==> src/rtl/sirq_pkg.sv <==
// Package: shared constants and types for the soft interrupt level encoder.
// Assumes a fixed 17-bit request field inside a wider input word.
package sirq_pkg;
    localparam int SIG_BITS  = 17;  // significant request bits
    localparam int FORCE_LO  = 0;   // override bit, low end
    localparam int FORCE_HI  = 16;  // override bit, high end
    localparam int SCAN_LO   = 1;   // lowest scanned position
    localparam int SCAN_HI   = 15;  // highest scanned position
    localparam int LVL_W     = 4;   // level width
    localparam int TOP_LEVEL = 14;  // level forced by override bits

    typedef logic [LVL_W-1:0] level_t;
endpackage

==> src/rtl/sirq_front.sv <==
// Module: sirq_front
// Picks the significant request bits out of the input word. Flags an
// override request and any request at all. Assumes IN_W >= SIG_BITS.
// Bits above the request field are deliberately dropped.
module sirq_front
    import sirq_pkg::*;
#(
    parameter int IN_W = 64
) (
    input  logic [IN_W-1:0]     vec_i,
    output logic [SCAN_HI:SCAN_LO] scan_o,
    output logic                force_o,
    output logic                any_o
);
    logic [SIG_BITS-1:0] sig;

    // Purpose: keep only the request field.
    assign sig = vec_i[SIG_BITS-1:0];

    // Purpose: drop bits above the request field.
    generate
        if (IN_W > SIG_BITS) begin : g_hi
            logic unused_hi;
            assign unused_hi = ^vec_i[IN_W-1:SIG_BITS];
        end
    endgenerate

    // Purpose: split the request field into override and scanned parts.
    always_comb begin
        force_o = sig[FORCE_LO] | sig[FORCE_HI];
        scan_o  = sig[SCAN_HI:SCAN_LO];
        any_o   = |sig;
    end
endmodule

==> src/rtl/sirq_prio_scan.sv <==
// Module: sirq_prio_scan
// Finds the most significant set bit among positions SCAN_LO..SCAN_HI.
// Reports that position minus one as a level. Builds a one-hot grant
// from a chain of "nothing higher" signals and OR-encodes it.
// Assumes the caller handles the override bits.
module sirq_prio_scan
    import sirq_pkg::*;
(
    input  logic [SCAN_HI:SCAN_LO] req_i,
    output level_t                 lvl_o,
    output logic                   hit_o
);
    logic [SCAN_HI+1:SCAN_LO] none_above;
    logic [SCAN_HI:SCAN_LO]   grant;

    // Purpose: seed the chain above the top scanned bit.
    assign none_above[SCAN_HI+1] = 1'b1;

    // Purpose: one stage per position, granting the highest request.
    generate
        for (genvar p = SCAN_HI; p >= SCAN_LO; p--) begin : g_pos
            assign grant[p]      = req_i[p] & none_above[p+1];
            assign none_above[p] = none_above[p+1] & ~req_i[p];
        end
    endgenerate

    // Purpose: encode the one-hot grant into a level (position minus one).
    always_comb begin
        lvl_o = '0;
        for (int p = SCAN_LO; p <= SCAN_HI; p++) begin
            if (grant[p]) begin
                lvl_o = lvl_o | level_t'(p - 1);
            end
        end
        hit_o = ~none_above[SCAN_LO];
    end
endmodule

==> src/rtl/sirq_level_reg.sv <==
// Module: sirq_level_reg
// Output register for the level and the any-pending flag.
// Reset is synchronous and active low, and clears both.
module sirq_level_reg
    import sirq_pkg::*;
(
    input  logic   clk,
    input  logic   rst_n,
    input  level_t lvl_d,
    input  logic   any_d,
    output level_t lvl_q,
    output logic   any_q
);
    // Purpose: capture the next level and flag at each rising edge.
    always_ff @(posedge clk) begin
        if (!rst_n) begin
            lvl_q <= '0;
            any_q <= 1'b0;
        end else begin
            lvl_q <= lvl_d;
            any_q <= any_d;
        end
    end
endmodule

==> src/rtl/soft_irq_level_enc.sv <==
// Module: soft_irq_level_enc (top)
// Registered priority encoder for a software interrupt request word.
// An override bit forces TOP_LEVEL; otherwise the highest scanned request
// at position p gives level p-1; with no request the level is 0.
// Assumes IN_W >= 17 and one clock domain.
module soft_irq_level_enc
    import sirq_pkg::*;
#(
    parameter int IN_W = 64
) (
    input  logic            clk,
    input  logic            rst_n,
    input  logic [IN_W-1:0] pend_vec,
    output logic [LVL_W-1:0] level_o,
    output logic            any_o
);
    logic [SCAN_HI:SCAN_LO] scan_bits;
    logic                   force_req;
    logic                   any_req;
    level_t                 scan_lvl;
    logic                   scan_hit;
    level_t                 next_lvl;
    level_t                 lvl_q;
    logic                   any_q;

    sirq_front #(.IN_W(IN_W)) u_front (
        .vec_i   (pend_vec),
        .scan_o  (scan_bits),
        .force_o (force_req),
        .any_o   (any_req)
    );

    sirq_prio_scan u_scan (
        .req_i (scan_bits),
        .lvl_o (scan_lvl),
        .hit_o (scan_hit)
    );

    // Purpose: the override wins over the scan, and idle gives 0.
    always_comb begin
        if (force_req)     next_lvl = level_t'(TOP_LEVEL);
        else if (scan_hit) next_lvl = scan_lvl;
        else               next_lvl = '0;
    end

    sirq_level_reg u_reg (
        .clk   (clk),
        .rst_n (rst_n),
        .lvl_d (next_lvl),
        .any_d (any_req),
        .lvl_q (lvl_q),
        .any_q (any_q)
    );

    // Purpose: drive the ports from the output register.
    assign level_o = lvl_q;
    assign any_o   = any_q;
endmodule

==> config.mk <==
export PLATFORM = sky130hd
export DESIGN_NAME = soft_irq_level_enc
export DESIGN_NICKNAME = d
export VERILOG_FILES = /design/src/rtl/sirq_pkg.sv /design/src/rtl/sirq_front.sv /design/src/rtl/sirq_prio_scan.sv /design/src/rtl/sirq_level_reg.sv /design/src/rtl/soft_irq_level_enc.sv
export SDC_FILE = /design/constraint.sdc
export NUM_CORES = 1
export LEC_CHECK = 0
export BUFFER_PORTS_ARGS = -buffer_cell sky130_fd_sc_hd__buf_2
export CAP_MARGIN = 20
export CORE_MARGIN = 10
export CORE_UTILIZATION = 20
export CTS_BUF_LIST = sky130_fd_sc_hd__clkbuf_4 sky130_fd_sc_hd__clkbuf_8 sky130_fd_sc_hd__clkbuf_16
export DETAILED_ROUTE_END_ITERATION = 8
export GPL_ROUTABILITY_DRIVEN = 0
export PLACE_DENSITY = 0.73
export SYNTH_ARGS = -nofsm -noshare
export SYNTH_HDL_FRONTEND = slang
export SYNTH_SLANG_ARGS = --single-unit
==> constraint.sdc <==
create_clock -name clk -period 1.6 [get_ports clk]
set_clock_uncertainty 0.1 [all_clocks]
set_input_delay 0 -clock clk [delete_from_list [all_inputs] [get_ports clk]]
set_output_delay 0 -clock clk [all_outputs]
set_load 0.02 [all_outputs]
; Yosys cells after proc, flatten, opt, wreduce, memory -nomap -nowiden
; Index checks and enable logic that the tools add are counted.
[word_totals]
reg_bits = 5
input_bits = 66
output_inout_bits = 5
word_cells = 65
[op_classes]
n_mux = 16
bitwise = 44
reduce_logical = 2
[ops]
columns = cell, count
row1 = $mux 4, 9
row2 = $and 1x1->1, 27
row3 = $reduce_or 17->1, 1
row4 = $not 1->1, 16
row5 = $mux 3, 4
row6 = $mux 2, 2
row7 = $reduce_or 3->1, 1
row8 = $mux 1, 1
row9 = $or 1x1->1, 1

; Logic depth before layout (Yosys ltp)
[depth]
depth_word = 30
ltp_mapped = 4
mapped_depth_nobuf = 4

; By module
; Synthesis repeated with hierarchy kept, for this count alone.
[unflattened]
hier_cells = 61
area_unflattened_um2 = 465.4
[by_module_without_submodules]
columns = module, instances, cells_per_inst, area_per_inst_um2, seq_area_each_um2
row1 = sirq_front, 1, 22, 155.1, 0.0
row2 = sirq_prio_scan, 1, 25, 143.9, 0.0
row3 = sirq_level_reg, 1, 10, 131.4, 100.1
row4 = soft_irq_level_enc, 1, 4, 35.0, 0.0

; Worst setup path before layout
; OpenSTA, ideal clock, no wires.
[synth_path]
path_type = input port to flip-flop
start = input pend_vec[12]
end = register u_reg.lvl_q[0]
setup_ns = 0.060
arrival_ns = 1.109
required_ns = 1.440
path_slack_ns = 0.332
path_stages = 4
path_buffers = 0
cell_sequence = or4_4 > or3_1 > a21oi_2 > o2111a_1
[synth_via]
elab_chain_len = 26
elab_cells_between_ends = 34
cone_classes = mux (14) / bitwise (19) / reduce/logical (1)
[synth_rtl]
columns = element, line
row1 = "start, declared", soft_irq_level_enc.sv:13  ; input logic [IN_W-1:0] pend_vec,
row2 = $not 1->1, sirq_prio_scan.sv:23  ; assign none_above[p] = none_above[p+1] & ~req_i[p];
row3 = $and 1x1->1 (10 in series), sirq_prio_scan.sv:23
row4 = $and 1x1->1, sirq_prio_scan.sv:22  ; assign grant[p] = req_i[p] & none_above[p+1];
row5 = $mux 1, sirq_prio_scan.sv:31  ; if (grant[p]) begin
row6 = $mux 2 (2 in series), sirq_prio_scan.sv:31
row7 = $mux 3 (4 in series), sirq_prio_scan.sv:31
row8 = $mux 4 (7 in series), sirq_prio_scan.sv:31
row9 = "end signal, assigned", sirq_level_reg.sv:20  ; lvl_q <= lvl_d;
row10 = "end, declared", sirq_level_reg.sv:11  ; output level_t lvl_q,
; Parallel ways exist; a longest one is shown, timed or not.
; A chain may end at the register's enable or synchronous reset.

; Worst setup path in the final report
[layout_path]
start = input pend_vec[16]
end = register u_reg.lvl_q[1]
[layout_via]
elab_chain_len = 2
[layout_rtl]
columns = element, line
row1 = $or 1x1->1, sirq_front.sv:30  ; force_o = sig[FORCE_LO] | sig[FORCE_HI];
row2 = $mux 4, soft_irq_level_enc.sv:41  ; if (force_req) next_lvl = level_t'(TOP_LEVEL);
; No other way between the ends.

==> reports/qor.txt <==
Status: completed
Arrival time worst endpoint: 1500 ps
Largest net degree at the start of global routing: 5
Unique masters post-synth: 19
Launch point of the worst path: pend_vec[16]
CP max FO: 2
Slew @ Worst Pin: 378.7 ps
Maximum vdd ir drop: 0.0002590 V
Post-CTS Setup Bufs: 0
Routed length per instance: 11.56 um
Core area: 1318 um^2
Die ar.: 3308 um^2
DRC Markers: 0
GRT Residual Overflow: 0
Setup-failing EPs final: 0
Clk buf depth: 2
RSZ-0062 raised after global routing: no
# port buffers: 23
Hold crit path type: in -> reg
ANT cells: 0
Synthesized Nets: 100
Ports: 71
Sequential share of the synthesized area: 0.3556
Final #Nets: 137
Site row count: 13
Worst slew margin: 0.7452
Fmax: 0.6710 GHz
CTS tree: done
Antenna violations before repair: 0
Clk slew on worst S/H paths: 40 ps
Post-Syn Area per Cell: 8.280 um^2
Hold_ws: 28.83 ps
Vias in the first global route: 417
Fillers: 132
Via count: 398
Initial DRC Count: 3
Commonest non-fill, non-tap cell in the layout: buf_2
Die Span X: 57.52 um
Maxcap violations: 0
Initial core utilization: 0.2137
Place WS: 126.4 ps
Kind of critical path: in -> reg
Commonest cells after routing, fill and taps aside: buf_2, dlygate4sd3_1, dfxtp_1
Pleak: 0.2534 nW
CP endpoint kind: register
Num CTS Buffers: 3
Synth Register Bits: 5
Worst setup margin: 109.7 ps
Fin crit share: 0.9314
Post-DP HPWL: 870.7 um
Mapped Area: 281.5 um^2
Syn-to-layout area delta: 91.11%
Drt pass-1 iters: 4
TNS Setup: 0 ps
Max-slew violation count: 0
Hold path start: pend_vec[1]
Layout cell share with drive strength beyond 1: 0.4571
Min Clock Period, post-route: 1490 ps
CTS root buffer: clkbuf_4
Final hold vios: 0
Yosys warns: 0
Vias per Instance: 4.682
Mapped Cells: 34
PwrDens: 694.4 nW/um^2
GRT Total Usage: 0.05769
Data required time of the worst path: 1610 ps
Antenna viol nets, final: 0
Routed Wire Length: 983 um
Clk sinks: 5
Startpoint Class: input pin
Die height: 57.52 um
Depth of the CTS H-tree: 1
First-pass GRT wire length: 1.642 mm
==> cells by family (layout without fill, tap and decap cells) <==
group,after synthesis,in the layout,synth area share
AND/OR/NAND/NOR,14,14,0.3022
AO/OA/AOI/OAI,12,12,0.3023
flip-flops,5,5,0.3556
buffers and inverters,3,39,0.04000
==> synth_stat cells <==
cell type  number  area share
dfxtp_1         5        0.36
nor2_1          4       0.053
a21oi_1         3       0.053
inv_1           3       0.040
nor2b_1         2       0.044
nor3_1          2       0.036
nor4_1          2       0.044
o21ai_0         2       0.036
a21oi_2         1       0.031
a31oi_1         1       0.022
a41oi_1         1       0.031
nand3_1         1       0.018
nor4_2          1       0.044
o2111a_1        1       0.040
o21bai_1        1       0.027
o311a_1         1       0.036
o31ai_1         1       0.027
or3_1           1       0.022
or4_4           1       0.040
==> state kept, by name (all words and copies together) (netlist names) <==
| signal | cells |
|---|---|
| u_reg.any_q | 1 |
| u_reg.lvl_q | 4 |
==> cell type report <==
type / instances / area [um^2] / area share
inverters: 3 / 11.26 / 0.02093
multi-input cells: 26 / 175.2 / 0.3256
well taps: 15 / 18.77 / 0.03488
flip-flops and latches: 5 / 100.1 / 0.1860
repair buffers: 32 / 202.7 / 0.3767
clock buffers: 4 / 30.03 / 0.05581
==> layer usage <==
layer / track usage / share of wire / vias up
met5: 0 / 0 / -
met4: 0.01007 / 0 / 0
met3: 0.02655 / 0.087 / 0
met2: 0.09663 / 0.44 / 18
met1: 0.06561 / 0.47 / 175
li1: - / - / 205
==> timing repair <==
action | CTS | global route
hold buffers | 8 | 0
gates resized for setup | 0 | 1
endpoints found under the setup margin | 0 | 1
endpoints found under the hold margin | 5 | 0
==> where the power goes <==
group | internal [mW] | switching, mW | total (mW)
registers | 0.132 | 0.00113 | 0.133
clock network | 0.111 | 0.0463 | 0.157
logic | 0.0434 | 0.0403 | 0.0837
==> metrics by stage <==
step	total power, mW	cell area [um^2]	instances	utilization
final	0.3736	538.0	85	0.4084
after global routing	0.3990	538.0	85	0.4084
after CTS	0.3786	533.0	85	0.4046
after detailed placement	0.2037	422.9	73	0.3210
after global placement	0.2018	422.9	73	0.3210
after floorplan	0.1624	281.5	34	-
==> worst max-delay path, cell delays in order <==
cell           delay [ps]
dlygate4sd3_1         530
buf_2                 130
nor3_2                190
dlygate4sd3_1         570
a31oi_1                70
==> final timing paths <==
kind / end / cells past startpoint
worst min-delay path: u_reg.any_q / 3
worst max-delay path: u_reg.lvl_q[1] / 5
Power figures use the tool's default switching activity.
